===== config.mk =====
export PLATFORM = sky130hd
export DESIGN_NAME = pio_port_unit
export DESIGN_NICKNAME = d
export VERILOG_FILES = /design/src/rtl/pio_pkg.sv /design/src/rtl/pio_ctrl_reg.sv /design/src/rtl/pio_port_lane.sv /design/src/rtl/pio_port_unit.sv
export SDC_FILE = /design/constraint.sdc
export NUM_CORES = 1
export LEC_CHECK = 0
export ABC_AREA = 0
export CAP_MARGIN = 10
export CORE_AREA = 4 4 90 92
export CTS_BUF_LIST = sky130_fd_sc_hd__clkbuf_16
export CTS_CLUSTER_DIAMETER = 200
export CTS_CLUSTER_SIZE = 30
export DETAILED_ROUTE_END_ITERATION = 10
export DIE_AREA = 0 0 94 96
export SLEW_MARGIN = 20
export SYNTH_ARGS = -nofsm -noshare
export SYNTH_HDL_FRONTEND = slang
export SYNTH_SLANG_ARGS = --single-unit

===== constraint.sdc =====
create_clock -name clk -period 1.4 [get_ports clk]
set_clock_uncertainty 0.05 [all_clocks]
set_input_delay 0.14 -clock clk [delete_from_list [all_inputs] [get_ports clk]]
set_output_delay 0.14 -clock clk [all_outputs]
set_load 0.05 [all_outputs]

===== src/rtl/pio_pkg.sv =====
package pio_pkg;

    parameter int unsigned PIO_W  = 8;
    localparam int unsigned IDX_W = $clog2(PIO_W);
    localparam int unsigned HALF  = PIO_W / 2;
    localparam int unsigned NLANE = 3;

    typedef enum logic [1:0] {
        OFS_A    = 2'd0,
        OFS_B    = 2'd1,
        OFS_C    = 2'd2,
        OFS_CTRL = 2'd3
    } ofs_e;

    // Field order follows control word bits 6..0.
    typedef struct packed {
        logic [1:0] grp_a_mode;
        logic       a_in;
        logic       cu_in;
        logic       grp_b_mode;
        logic       b_in;
        logic       cl_in;
    } cfg_t;

    typedef struct packed {
        logic             en;
        logic [IDX_W-1:0] idx;
        logic             val;
    } bitop_t;

    localparam cfg_t CFG_RESET = '{grp_a_mode: 2'b00, a_in: 1'b1, cu_in: 1'b1,
                                   grp_b_mode: 1'b0, b_in: 1'b1, cl_in: 1'b1};

    function automatic cfg_t cfg_from_word(input logic [7:0] w);
        return cfg_t'(w[6:0]);
    endfunction

    function automatic logic [7:0] cfg_to_word(input cfg_t c);
        return {1'b1, c};
    endfunction

    function automatic logic [PIO_W-1:0] lane_in_mask(input cfg_t c, input int unsigned lane);
        logic [PIO_W-1:0] m;
        case (lane)
            0:       m = {PIO_W{c.a_in}};
            1:       m = {PIO_W{c.b_in}};
            default: m = {{HALF{c.cu_in}}, {HALF{c.cl_in}}};
        endcase
        return m;
    endfunction

endpackage


===== src/rtl/pio_ctrl_reg.sv =====
module pio_ctrl_reg
    import pio_pkg::*;
(
    input  logic        clk,
    input  logic        rst,
    input  logic        ctrl_wr,
    input  logic [7:0]  wdata,
    output cfg_t        cfg,
    output logic        clr_all,
    output bitop_t      bitop
);

    logic cfg_wr;

    assign cfg_wr   = ctrl_wr & wdata[7];
    assign clr_all  = cfg_wr;

    assign bitop.en  = ctrl_wr & ~wdata[7];
    assign bitop.idx = wdata[IDX_W:1];
    assign bitop.val = wdata[0];

    always_ff @(posedge clk) begin
        if (rst) begin
            cfg <= CFG_RESET;
        end else if (cfg_wr) begin
            cfg <= cfg_from_word(wdata);
        end
    end

endmodule


===== src/rtl/pio_port_lane.sv =====
module pio_port_lane #(
    parameter int unsigned W     = 8,
    parameter int unsigned IDX_W = 3
) (
    input  logic             clk,
    input  logic             rst,
    input  logic             ld,
    input  logic [W-1:0]     ld_data,
    input  logic             clr,
    input  logic             bitop_en,
    input  logic [IDX_W-1:0] bitop_idx,
    input  logic             bitop_val,
    input  logic [W-1:0]     in_mask,
    input  logic [W-1:0]     pins,
    output logic [W-1:0]     q,
    output logic [W-1:0]     oe,
    output logic [W-1:0]     rd_val
);

    localparam logic [W-1:0] ONE = {{(W-1){1'b0}}, 1'b1};

    logic [W-1:0] bop_mask;
    logic [W-1:0] q_next;

    assign bop_mask = bitop_en ? (ONE << bitop_idx) : '0;

    always_comb begin
        q_next = q;
        if (clr) begin
            q_next = '0;
        end else if (ld) begin
            q_next = ld_data;
        end else begin
            q_next = (q & ~bop_mask) | ({W{bitop_val}} & bop_mask);
        end
    end

    always_ff @(posedge clk) begin
        if (rst) begin
            q <= '0;
        end else begin
            q <= q_next;
        end
    end

    assign oe     = ~in_mask;
    assign rd_val = (in_mask & pins) | (~in_mask & q);

endmodule


===== src/rtl/pio_port_unit.sv =====
module pio_port_unit
    import pio_pkg::*;
(
    input  logic             clk,
    input  logic             rst,
    input  logic             bus_sel,
    input  logic             bus_wr,
    input  logic             bus_rd,
    input  logic [1:0]       bus_addr,
    input  logic [7:0]       bus_wdata,
    output logic [7:0]       bus_rdata,
    input  logic [PIO_W-1:0] pa_in,
    output logic [PIO_W-1:0] pa_out,
    output logic [PIO_W-1:0] pa_oe,
    input  logic [PIO_W-1:0] pb_in,
    output logic [PIO_W-1:0] pb_out,
    output logic [PIO_W-1:0] pb_oe,
    input  logic [PIO_W-1:0] pc_in,
    output logic [PIO_W-1:0] pc_out,
    output logic [PIO_W-1:0] pc_oe
);

    logic   acc_wr;
    logic   ctrl_wr;
    cfg_t   cfg;
    logic   clr_all;
    bitop_t bitop;

    logic [PIO_W-1:0] lane_pins [NLANE];
    logic [PIO_W-1:0] lane_q    [NLANE];
    logic [PIO_W-1:0] lane_oe   [NLANE];
    logic [PIO_W-1:0] lane_rd   [NLANE];

    assign acc_wr  = bus_sel & bus_wr;
    assign ctrl_wr = acc_wr & (ofs_e'(bus_addr) == OFS_CTRL);

    pio_ctrl_reg u_ctrl (
        .clk     (clk),
        .rst     (rst),
        .ctrl_wr (ctrl_wr),
        .wdata   (bus_wdata),
        .cfg     (cfg),
        .clr_all (clr_all),
        .bitop   (bitop)
    );

    assign lane_pins[0] = pa_in;
    assign lane_pins[1] = pb_in;
    assign lane_pins[2] = pc_in;

    for (genvar g = 0; g < NLANE; g++) begin : g_lane
        logic ld_g;
        logic bop_g;
        assign ld_g  = acc_wr & (bus_addr == 2'(g));
        assign bop_g = (g == 2) ? bitop.en : 1'b0;

        pio_port_lane #(
            .W     (PIO_W),
            .IDX_W (IDX_W)
        ) u_lane (
            .clk       (clk),
            .rst       (rst),
            .ld        (ld_g),
            .ld_data   (bus_wdata[PIO_W-1:0]),
            .clr       (clr_all),
            .bitop_en  (bop_g),
            .bitop_idx (bitop.idx),
            .bitop_val (bitop.val),
            .in_mask   (lane_in_mask(cfg, g)),
            .pins      (lane_pins[g]),
            .q         (lane_q[g]),
            .oe        (lane_oe[g]),
            .rd_val    (lane_rd[g])
        );
    end

    assign pa_out = lane_q[0];
    assign pb_out = lane_q[1];
    assign pc_out = lane_q[2];
    assign pa_oe  = lane_oe[0];
    assign pb_oe  = lane_oe[1];
    assign pc_oe  = lane_oe[2];

    always_comb begin
        bus_rdata = '0;
        if (bus_sel && bus_rd) begin
            case (ofs_e'(bus_addr))
                OFS_A:    bus_rdata = lane_rd[0];
                OFS_B:    bus_rdata = lane_rd[1];
                OFS_C:    bus_rdata = lane_rd[2];
                default:  bus_rdata = cfg_to_word(cfg);
            endcase
        end
    end

endmodule


### After elaboration in Yosys (flattened, before gate mapping)

Cells that the tools add are included.

* register bits after elaboration: 31
* bits in latches: 0
* memory bits (writable): 0
* bits in read-only memories: 0
* memories: 0

* add/subtract/negate cells: 0
* multiply operators: 0
* divide/modulo/power cells: 0
* order comparisons: 0
* equality and inequality tests: 3
* shifts and indexed selects: 1
* multiplexer cells: 4
* bitwise logic cells: 24
* reduce and logical (&&, ||, !) cells: 3

Operators with widths (number)
* 8-bit bitwise AND: 8
* 8-bit NOT: 4
* 8-bit OR: 4
* 8-bit two-way mux: 3
* 8-bit one-hot mux with 3 select lines: 1
* 1-bit by 3-bit << shifter with 8-bit output, first input constant: 1
* 1-bit bitwise AND: 7
* 2-bit == test, second input constant: 2
* 2-bit by 1-bit == test with 1-bit output, second input constant: 1
* 2-bit logical NOT: 1
* 2-bit OR reduction: 1
* 1-bit logical AND: 1
* 1-bit NOT: 1

### Longest topological paths before layout

Gate-level depths: netlist (run 1).

* depth after elaboration: 8
* gate-level depth with buffers: 7

### By module

Synthesis (run 1) repeated with hierarchy kept, for this count alone.

* cells, all modules: 247
* area total of the unflattened synthesis: 2285.9 um^2

Modules (own cells, without submodules)
* pio_port_lane: instances 3, cells each 60, area an instance 556.8 um^2
* pio_ctrl_reg: instances 1, cells each 33, area an instance 329.1 um^2
* pio_port_unit: instances 1, cells each 34, area an instance 286.5 um^2

### Worst setup path after synthesis (run 1)

No wires, ideal clock.

* kind: register to output
* start: register g_lane[1].u_lane.q[4]
* end: output port bus_rdata[4]
* arrival: 2.124 ns
* path slack: -0.914 ns
* cell stages (with the launch flop): 4
* buffers on the path: 0
* cells stage by stage: dfxtp_1 mux2i_1 o22a_1 a211oi_1

* longest elaborated chain between the ends: 4

RTL lines
* start: declaration: RTL line pio_port_lane.sv:15 `output logic [W-1:0] q,`
* start signal: assignment: RTL line pio_port_lane.sv:42 `q <= q_next;`
* 8-bit bitwise AND: RTL line pio_port_lane.sv:47 `assign rd_val = (in_mask & pins) | (~in_mask & q);`
* 8-bit OR: RTL line pio_port_lane.sv:47
* 8-bit one-hot mux with 3 select lines: RTL line pio_port_unit.sv:87 `case (ofs_e'(bus_addr))`
* 8-bit two-way mux: RTL line pio_port_unit.sv:86 `if (bus_sel && bus_rd) begin`
* end: declaration: RTL line pio_port_unit.sv:11 `output logic [7:0] bus_rdata,`

No other way between the ends.

### Worst setup path after layout (run 1)

* start: register, netlist name u_ctrl.cfg[1]
* end: output port bus_rdata[4]

* longest elaborated chain between the ends: 5
* elaborated cells on any way between the ends: 6
* those cells by class: 2 x mux; 4 x bitwise

RTL lines (RTL line)
* 8-bit NOT: pio_port_lane.sv:47
* 8-bit bitwise AND: pio_port_lane.sv:47
* 8-bit OR (*): pio_port_lane.sv:47
* 8-bit one-hot mux with 3 select lines (*): pio_port_unit.sv:87
* 8-bit two-way mux (*): pio_port_unit.sv:86

Mark *: on every way between the ends. The rest lies on a longest branch, timed or not.

==> flow_summary.ini, run 1 <==
[cells_and_area]
final_common_cell = buf_4
fin_nets = 420
antenna_cells = 0
drive_above_1_share_pct = 53.14
instances_no_fill = 481
fillerInstances = 612
mostFrequentLayoutCells = 56 x buf_4, 44 x nand2_1, 44 x buf_12, 30 x clkdlybuf4s50_1, 25 x a21oi_1
syn_to_final_growth_pct = 112.9
finish.utilization_pct = 59.05

[pwr]
p_leak_nw = 1.707
p_per_area_nw_per_um2 = 697.7
power_mw = 2.972
ir_drop_mv = 0.4193

[logic_synthesis]
async_flop_share_pct = 0
synth_edf_count = 0
yosys_warnings = 0
yosysUniqueCellTypes = 35
synth_area_um2 = 2001
ys_dominant_reg_cell = dfxtp_1
synthCells = 255
syn_area_per_cell_um2 = 7.846
ys_seq_area_share_pct = 31.02
ys_ff_latch = 31
syn_nets = 294

[timing]
final-setup-viol-count = 16
tightest_slew_ns = 0.3278
final-hold-violation-count = 0
worst_slack_ns = -0.3374
maxSlewViolCount = 0
max_freq_mhz = 575.6
min_period_ns = 1.737
rsz0062_at_grt = true
relSlewSlack_pct = 78.15
timing.final.crit_share_pct = 124.1

[cts]
hold_buffers = 0
cts_root_buf = clkbuf_16
clockBufferDepth = 2
clk_pin_slew_worst_paths_ns = 0.05
cts-htree-levels = 2
cts_tree = done
cts_buffers = 5
clk_latency_ns = 0.28
clock-sinks = 31

[global_routing]
grt_pass1_vias = 2385
grt_overflow = 0
grt_max_degree = 14
grt_pass1_wl_um = 12350
grt_antenna_before_repair = 0
grt_usage_pct = 18.14

[setup_path]
r2r-end = u_ctrl.cfg[4]$_SDFFE_PP1P_
crit_arrival_ns = 1.55
r2r_cells = 7
worst_path_largest_cell_delay_ns = 0.37
crit_required_ns = 1.21
crit_path_start = u_ctrl.cfg[1]$_SDFFE_PP1P_
cp-endpoint = bus_rdata[4]
r2r_slack_ns = 0.06
cp_slowest_cell = dfxtp_4
r2r_start = u_ctrl.cfg[4]$_SDFFE_PP1P_
path_class = reg2out
start_kind = flop
cp_max_fo = 6
worst_setup_path_end_kind = primary output
path_cells = mux2i_1, o22a_1, a211oi_4, buf_12

[routing]
routedWlPerCell_um = 16.87
dr.pass1.iters = 4
wirelength_um = 8116
ant_nets = 0
viasPerCell = 4.842
via_count = 2329
drtIter0Drc = 105
drc = 0

[outcome]
outcome = finished with violations
violations = setup timing

[placement]
hpwl_um = 6136
io_buffer_count = 94
placed_cells = 461
gp_congestion = 0.9765

[job]
max_cap_viol_count = 0

[floorplan]
start_util_pct = 27.73
die-area_um2 = 9024
boundaryPins = 95
rows = 31
die_w_um = 94
core_area_um2 = 7214
die_h_um = 96

[worst_hold_path]
hold_class = in2reg
-- timing repair --
item | CTS | global route
cloned | 2 | 1
pin swaps | 13 | 6
endpoints found under the hold margin | 0 | 0
setup endpoints to repair | 63 | 31
buffers inserted | 7 | 2
resized for setup | 65 | 15
-- how the worst min path moves through the flow --
stage / startpoint / end / cells past startpoint
global route: bus_wdata[3] / u_ctrl.cfg[3]$_SDFFE_PP1P_ / 3
CTS: bus_wdata[1] / u_ctrl.cfg[1]$_SDFFE_PP1P_ / 3
floorplan: bus_wdata[4] / u_ctrl.cfg[4]$_SDFFE_PP1P_ / 1
finish: bus_wdata[3] / u_ctrl.cfg[3]$_SDFFE_PP1P_ / 3
detailed placement: g_lane[0].u_lane.q[6]$_SDFFE_PP0P_ / g_lane[0].u_lane.q[6]$_SDFFE_PP0P_ / 2
global placement: g_lane[1].u_lane.q[0]$_SDFFE_PP0P_ / g_lane[1].u_lane.q[0]$_SDFFE_PP0P_ / 2
-- layer usage --
layer | global-route usage, % | wire (um) | vias to the layer above
met2 | 31.82 | 4014 | 96
met4 | 5.656 | 133 | 0
li1 | - | - | 1127
met1 | 22.68 | 3338 | 1092
met3 | 3.127 | 629 | 14
met5 | 0 | 0 | -
-- worst max-delay path, delay by kind of cell (launching register included) --
kind	cells	cell delay [ns]
muxes	1	0.16
buffers and inverters	1	0.18
DFF	1	0.37
AOI/OAI and AO/OA	2	0.56
-- metrics by stage --
| stage | cell area (um^2) | setup slack [ns] | hold WS (ns) | setup TNS, ns |
|---|---|---|---|---|
| 2_1_floorplan | 2182 | -0.07656 | 0.2078 | -0.1128 |
| 3_3_place_gp | 3761 | -0.4758 | 0.4249 | -15.23 |
| 3_5_place_dp | 3761 | -0.5501 | 0.4260 | -16.59 |
| 4_1_cts | 4202 | -0.3425 | 0.3896 | -2.766 |
| 5_1_grt | 4260 | -0.3855 | 0.4252 | -3.399 |
| 6_report | 4260 | -0.3374 | 0.4000 | -2.799 |
-- cell type report --
class / instances / area [um^2] / share of cell area [%]
timing repair buffer: 156 / 1902 / 44.64
clock inverter: 3 / 38.79 / 0.9104
multi-input combinational: 181 / 1343 / 31.51
tap: 99 / 123.9 / 2.907
sequential: 31 / 695.7 / 16.33
timing repair inverter: 1 / 7.507 / 0.1762
inverter: 5 / 25.02 / 0.5874
clock buffer: 5 / 125.1 / 2.937
-- logic make-up (layout without fill, tap and decap cells) --
kind of cell,count (synthesis),in the layout,share of synthesized area [%]
buffers and inverters,43,170,13.26
AND/OR/NAND/NOR,97,97,23.95
flip-flops,31,31,31.02
multiplexers,25,25,12.76
AO/OA/AOI/OAI,59,59,19.01
-- synthesized netlist by cell type (2+ instances only) --
| cell type | number | share of area [%] |
|---|---|---|
| mux2i_1 | 21 | 11 |
| nand2_2 | 2 | 0.63 |
| nand4b_1 | 2 | 0.88 |
| o21ai_0 | 2 | 0.50 |
| nor2_1 | 23 | 4.3 |
| a21oi_1 | 30 | 7.5 |
| nor2b_1 | 4 | 1.3 |
| or2_1 | 3 | 0.94 |
| buf_2 | 11 | 2.8 |
| nand2_1 | 45 | 8.4 |
| buf_4 | 22 | 8.3 |
| mux2_2 | 2 | 1.1 |
| dfxtp_1 | 31 | 31 |
| o31a_1 | 4 | 1.8 |
| inv_1 | 5 | 0.94 |
| o22ai_1 | 7 | 2.2 |
| nor3_1 | 7 | 1.8 |
| clkbuf_1 | 4 | 0.75 |
| o211ai_1 | 4 | 1.5 |
| nand2b_1 | 2 | 0.63 |
| a211o_1 | 8 | 3.5 |
| nand3_1 | 2 | 0.50 |
| mux2_1 | 2 | 1.1 |
-- report_power, final --
group	leakage (nW)	switching, mW	internal, mW
combinational	1.36	0.437	0.420
clock	0.0812	0.384	0.828
sequential	0.266	0.0234	0.879
total	1.71	0.844	2.13
Power figures use the tool's default switching activity.
==> run 2: changes to the inputs <==
--- a/config.mk
+++ b/config.mk
@@ -7,12 +7,12 @@
 export LEC_CHECK = 0
 export ABC_AREA = 0
 export CAP_MARGIN = 10
-export CORE_AREA = 4 4 90 92
+export CORE_AREA = 4 4 107 78
 export CTS_BUF_LIST = sky130_fd_sc_hd__clkbuf_16
 export CTS_CLUSTER_DIAMETER = 200
 export CTS_CLUSTER_SIZE = 30
 export DETAILED_ROUTE_END_ITERATION = 10
-export DIE_AREA = 0 0 94 96
+export DIE_AREA = 0 0 111 82
 export SLEW_MARGIN = 20
 export SYNTH_ARGS = -nofsm -noshare
 export SYNTH_HDL_FRONTEND = slang
==> run 2 against run 1 <==
Effect of this change: the run still ends with setup timing left; combinational power is 3.0% higher; sequential power hardly changed; sequential share of layout area hardly changed; final area is 0.21% lower; final cell count is 1.2% higher; core utilization is 0.45 points lower; first-iteration DRC count stayed put; clock power is 15% lower; clock-buffer cell count stayed put.
==> flow_summary.ini, run 2 (synthesis gave the netlist of run 1 again) <==
[placement]
post-place-ws_ns = -0.5876
gp_congestion = 0.9766
hpwl_um = 6465
io_buffer_count = 94
placedInstanceArea_um2 = 3850
placed_cells = 472

[cts]
cts_buffers = 5
cts_tree = done
cts-htree-levels = 2
clk_pin_slew_worst_paths_ns = 0.05
clockBufferDepth = 2
clk_latency_ns = 0.28
cts_root_buf = clkbuf_16
clock-sinks = 31

[timing]
rsz0062_at_grt = true
final-setup-viol-count = 16
final-hold-violation-count = 0
worst_slack_ns = -0.3660
worst_hold_slack_ns = 0.09026
max_freq_mhz = 566.2
maxSlewViolCount = 0
timing.final.crit_share_pct = 126.1
tightest_slew_ns = 0.3588
finalSetupTns_ns = -2.878
relSlewSlack_pct = 75.40
min_period_ns = 1.766

[setup_path]
path_cells = mux2i_1, o22ai_2, a21oi_2, nor3_4, buf_12
worst_setup_path_end_kind = primary output
worst_path_largest_cell_delay_ns = 0.44
path_class = reg2out
r2r-end = u_ctrl.cfg[4]$_SDFFE_PP1P_
cp-endpoint = bus_rdata[5]
crit_path_start = u_ctrl.cfg[4]$_SDFFE_PP1P_
crit_arrival_ns = 1.58
r2r_cells = 6
crit_required_ns = 1.21
cp_slowest_cell = dfxtp_4
start_kind = flop
r2r_start = u_ctrl.cfg[4]$_SDFFE_PP1P_
r2r_slack_ns = 0.10
cp_max_fo = 8

[cells_and_area]
fin_nets = 427
seqCellArea_um2 = 695.7
multi_input_area_um2 = 1345
final_cell_area_um2 = 4252
syn_to_final_growth_pct = 112.5
instances_no_fill = 487
mostFrequentLayoutCells = 64 x buf_4, 44 x nand2_1, 44 x buf_12, 31 x clkdlybuf4s50_1, 24 x a21oi_1
final_common_cell = buf_4
fillerInstances = 604
finish.utilization_pct = 58.61
drive_above_1_share_pct = 53.21
antenna_cells = 0

[global_routing]
grt_pass1_wl_um = 12600
grt_antenna_before_repair = 0
grt_max_degree = 17
grt_usage_pct = 18.06
grt_overflow = 0
grt_pass1_vias = 2286

[routing]
dr.pass1.iters = 4
drtIter0Drc = 105
viasPerCell = 4.698
wl_met3_um = 613
routedWlPerCell_um = 16.91
wirelength_um = 8237
dr_wl_met2_um = 3601
drc = 0
ant_nets = 0
via_count = 2288
top_layer = met4
met1_length_um = 3940

[worst_hold_path]
hold_class = in2reg

[floorplan]
core_area_um2 = 7254
die_w_um = 111
rows = 26
die-area_um2 = 9102
boundaryPins = 95
die_h_um = 82
start_util_pct = 27.58

[pwr]
power_mw = 2.811
p_per_area_nw_per_um2 = 661.2
p_leak_nw = 1.754
ir_drop_mv = 0.4082

[outcome]
violations = setup timing
outcome = finished with violations

[job]
max_cap_viol_count = 0
run 2: cell type report:
type | instances | share of cell area (%)
Clock buffer | 5 | 2.943
Sequential cell | 31 | 16.36
Timing Repair Buffer | 163 | 45.09
Timing Repair inverter | 1 | 0.1766
Multi-Input combinational cell | 181 | 31.64
Inverter | 5 | 0.6180
Tap cell | 98 | 2.884
Clock inverter | 3 | 0.2943
run 2: worst min path at each step:
stage / from / to / slack (ns) / cells after the start
finish: bus_wdata[7] / flop / 0.09 / 3
detailed placement: g_lane[0].u_lane.q[6]$_SDFFE_PP0P_ / g_lane[0].u_lane.q[6]$_SDFFE_PP0P_ / 0.43 / 2
global route: bus_wdata[7] / flop / 0.12 / 3
floorplan: bus_wdata[4] / u_ctrl.cfg[4]$_SDFFE_PP1P_ / 0.21 / 1
CTS: bus_wdata[7] / flop / 0.26 / 3
global placement: g_lane[1].u_lane.q[0]$_SDFFE_PP0P_ / g_lane[1].u_lane.q[0]$_SDFFE_PP0P_ / 0.42 / 2
run 2: what timing repair did:
item | in CTS | in global routing
cloned | 1 | 0
setup endpoints to repair | 63 | 40
pin swaps | 7 | 5
setup buffers | 4 | 6
hold buffers | 0 | 0
gates resized for setup | 43 | 24
run 2: critical path: cells and delay by family (launching register included):
family	cells	cell delay, ns
muxes	1	0.31
DFF	1	0.44
and+or+nand+nor	1	0.06
AOI/OAI and AO/OA	2	0.35
buffers and inverters	1	0.15
run 2: power breakdown:
part,total [mW],switching [mW],internal [mW]
sequential,0.903,0.0233,0.880
clock,1.03,0.384,0.641
combinational,0.883,0.447,0.436
total,2.81,0.855,1.96
run 2: layer usage:
| metal | GRT usage (%) | up-vias |
|---|---|---|
| met2 | 27.18 | 84 |
| met1 | 25.25 | 1067 |
| li1 | - | 1129 |
| met4 | 5.535 | 0 |
| met5 | 0 | - |
| met3 | 4.786 | 8 |
==> run 3: changes to the inputs <==
==> constraint.sdc (replaced) <==
create_clock -name clk -period 2.2 [get_ports clk]
set_clock_uncertainty 0.05 [all_clocks]
set_input_delay 0.22 -clock clk [delete_from_list [all_inputs] [get_ports clk]]
set_output_delay 0.22 -clock clk [all_outputs]
set_load 0.05 [all_outputs]
==> run 3 against run 2 <==
Effect of this change: the run now ends clean; first-iteration DRC count rose by 10%; sequential share of layout area rose by 3.0 points; power fell by 42%; core utilization fell by 14 points; critical path depth rose by 2; final area fell by 25%; sequential power fell by 35%; final cell count fell by 11%; clock power fell by 40%; critical endpoint is now bus_rdata[0]; largest power group unchanged.
==> flow_summary.ini, run 3 (synthesis gave the netlist of run 1 again) <==
[routing]
routedWlPerCell_um = 17.02
dr.pass1.iters = 4
wirelength_um = 7354
viasPerCell = 4.748
via_count = 2051
ant_nets = 0
drtIter0Drc = 116
drc = 0

[placement]
io_buffer_count = 94
gp_congestion = 0.8487
hpwl_um = 5882

[global_routing]
grt_usage_pct = 16.37
grt_pass1_vias = 2045
grt_pass1_wl_um = 11530
grt_max_degree = 25
met3_usage_pct = 5.081
grt_use_met2_pct = 25.54
busiest_layer = met2
grt_antenna_before_repair = 0
use_met1_pct = 22.65
grt_overflow = 0

[pwr]
clockPowerShare_pct = 37.9
power_mw = 1.625
p_int_mw = 1.160
switching_power_mw = 0.4641
seqPwrFrac_pct = 36.0
ir_drop_mv = 0.2512
p_sw_share_pct = 28.57
power.share.combinational_pct = 26.1
p_per_area_nw_per_um2 = 506.6
p_leak_nw = 1.237

[cts]
cts_buffers = 5
cts_tree = done
post_cts_resized = 0
clk_latency_ns = 0.27
clock-sinks = 31
clk_pin_slew_worst_paths_ns = 0.05
cts_setup_buffers = 0
cts-htree-levels = 2
clockBufferDepth = 2
cts_root_buf = clkbuf_16
hold_buffers = 0

[timing]
timing.final.crit_share_pct = 94.93
finalSetupTns_ns = 0
maxSlewViolCount = 0
final-hold-violation-count = 0
min_period_ns = 2.088
rsz0062_at_grt = false
tightest_slew_ns = 0.5173
relSlewSlack_pct = 65.41
max_freq_mhz = 478.8
final-setup-viol-count = 0

[cells_and_area]
syn_to_final_growth_pct = 60.29
antenna_cells = 0
fin_nets = 374
drive_above_1_share_pct = 14.97
final_common_cell = clkdlybuf4s50_1
mostFrequentLayoutCells = 86 x clkdlybuf4s50_1, 45 x nand2_1, 31 x dfxtp_1, 30 x a21oi_1, 23 x nor2_1
fillerInstances = 722

[job]
max_cap_viol_count = 0

[setup_path]
worst_path_largest_cell_delay_ns = 0.60
cp.buffers_inverters = 3
crit_arrival_ns = 1.82
worst_setup_path_end_kind = primary output
start_kind = input pin
crit_required_ns = 1.93
cp_slowest_cell = clkdlybuf4s50_1
path_class = in2out
cp_max_fo = 11
path_cells = clkdlybuf4s50_1, buf_4, o21ai_0, a21oi_1, nor2_1, nor3_2, buf_12
crit_family = buffers and inverters

[floorplan]
start_util_pct = 27.58
die_w_um = 111
boundaryPins = 95
core_area_um2 = 7254
die-area_um2 = 9102
rows = 26
die_h_um = 82

[outcome]
outcome = finished, final reports clean

[worst_hold_path]
hold_class = reg2reg
[run 3: layer usage]
metal | share of wire [%] | vias to the layer above
met5 | 0 | -
met4 | 0.67 | 0
met3 | 9.8 | 6
met2 | 42 | 85
met1 | 47 | 939
li1 | - | 1021
[run 3: tightest hold or removal path: stages, from the launching register on]
cell and delay, ns:
dfxtp_1 0.31, nand2_1 0.05, a21oi_1 0.05
[run 3: power groups by stage]
stage / Sequential, mW / Combinational (mW) / Clock (mW)
floorplan: 0.624 / 0.198 / 0
global placement: 0.596 / 0.422 / 0
detailed placement: 0.596 / 0.423 / 0
CTS: 0.585 / 0.424 / 0.628
global route: 0.586 / 0.448 / 0.656
finish: 0.585 / 0.423 / 0.616
[run 3: through the flow]
stage	area (um^2)	hold slack [ns]	utilization [%]	std cells	setup WS (ns)
floorplan	2036	0.2878	-	255	0.2502
global placement	3073	0.4087	42.36	426	0.1238
detailed placement	3073	0.4148	42.36	426	0.09073
CTS	3202	0.4221	44.14	432	0.08441
global route	3207	0.4541	44.20	432	0.02504
finish	3207	0.4170	44.20	432	0.1116
[run 3: worst paths after layout]
check                                     startpoint                                 end  slack, ns  cells past startpoint
setup / recovery                         bus_addr[1]                        bus_rdata[0]       0.11                      7
hold / removal    g_lane[1].u_lane.q[5]$_SDFFE_PP0P_  g_lane[1].u_lane.q[5]$_SDFFE_PP0P_       0.42                      2
setup reg to reg          u_ctrl.cfg[3]$_SDFFE_PP1P_          u_ctrl.cfg[3]$_SDFFE_PP1P_       1.12                      3
hold reg to reg   g_lane[1].u_lane.q[5]$_SDFFE_PP0P_  g_lane[1].u_lane.q[5]$_SDFFE_PP0P_       0.42                      2
[run 3: cell type report]
class | instances | area, um^2 | area share (%)
Sequential cell | 31 | 620.6 | 19.35
Timing Repair Buffer | 111 | 1161 | 36.21
Tap cell | 98 | 122.6 | 3.824
Clock buffer | 5 | 125.1 | 3.902
Clock inverter | 1 | 3.754 | 0.1171
Inverter | 5 | 18.77 | 0.5853
Multi-Input combinational cell | 181 | 1155 | 36.01
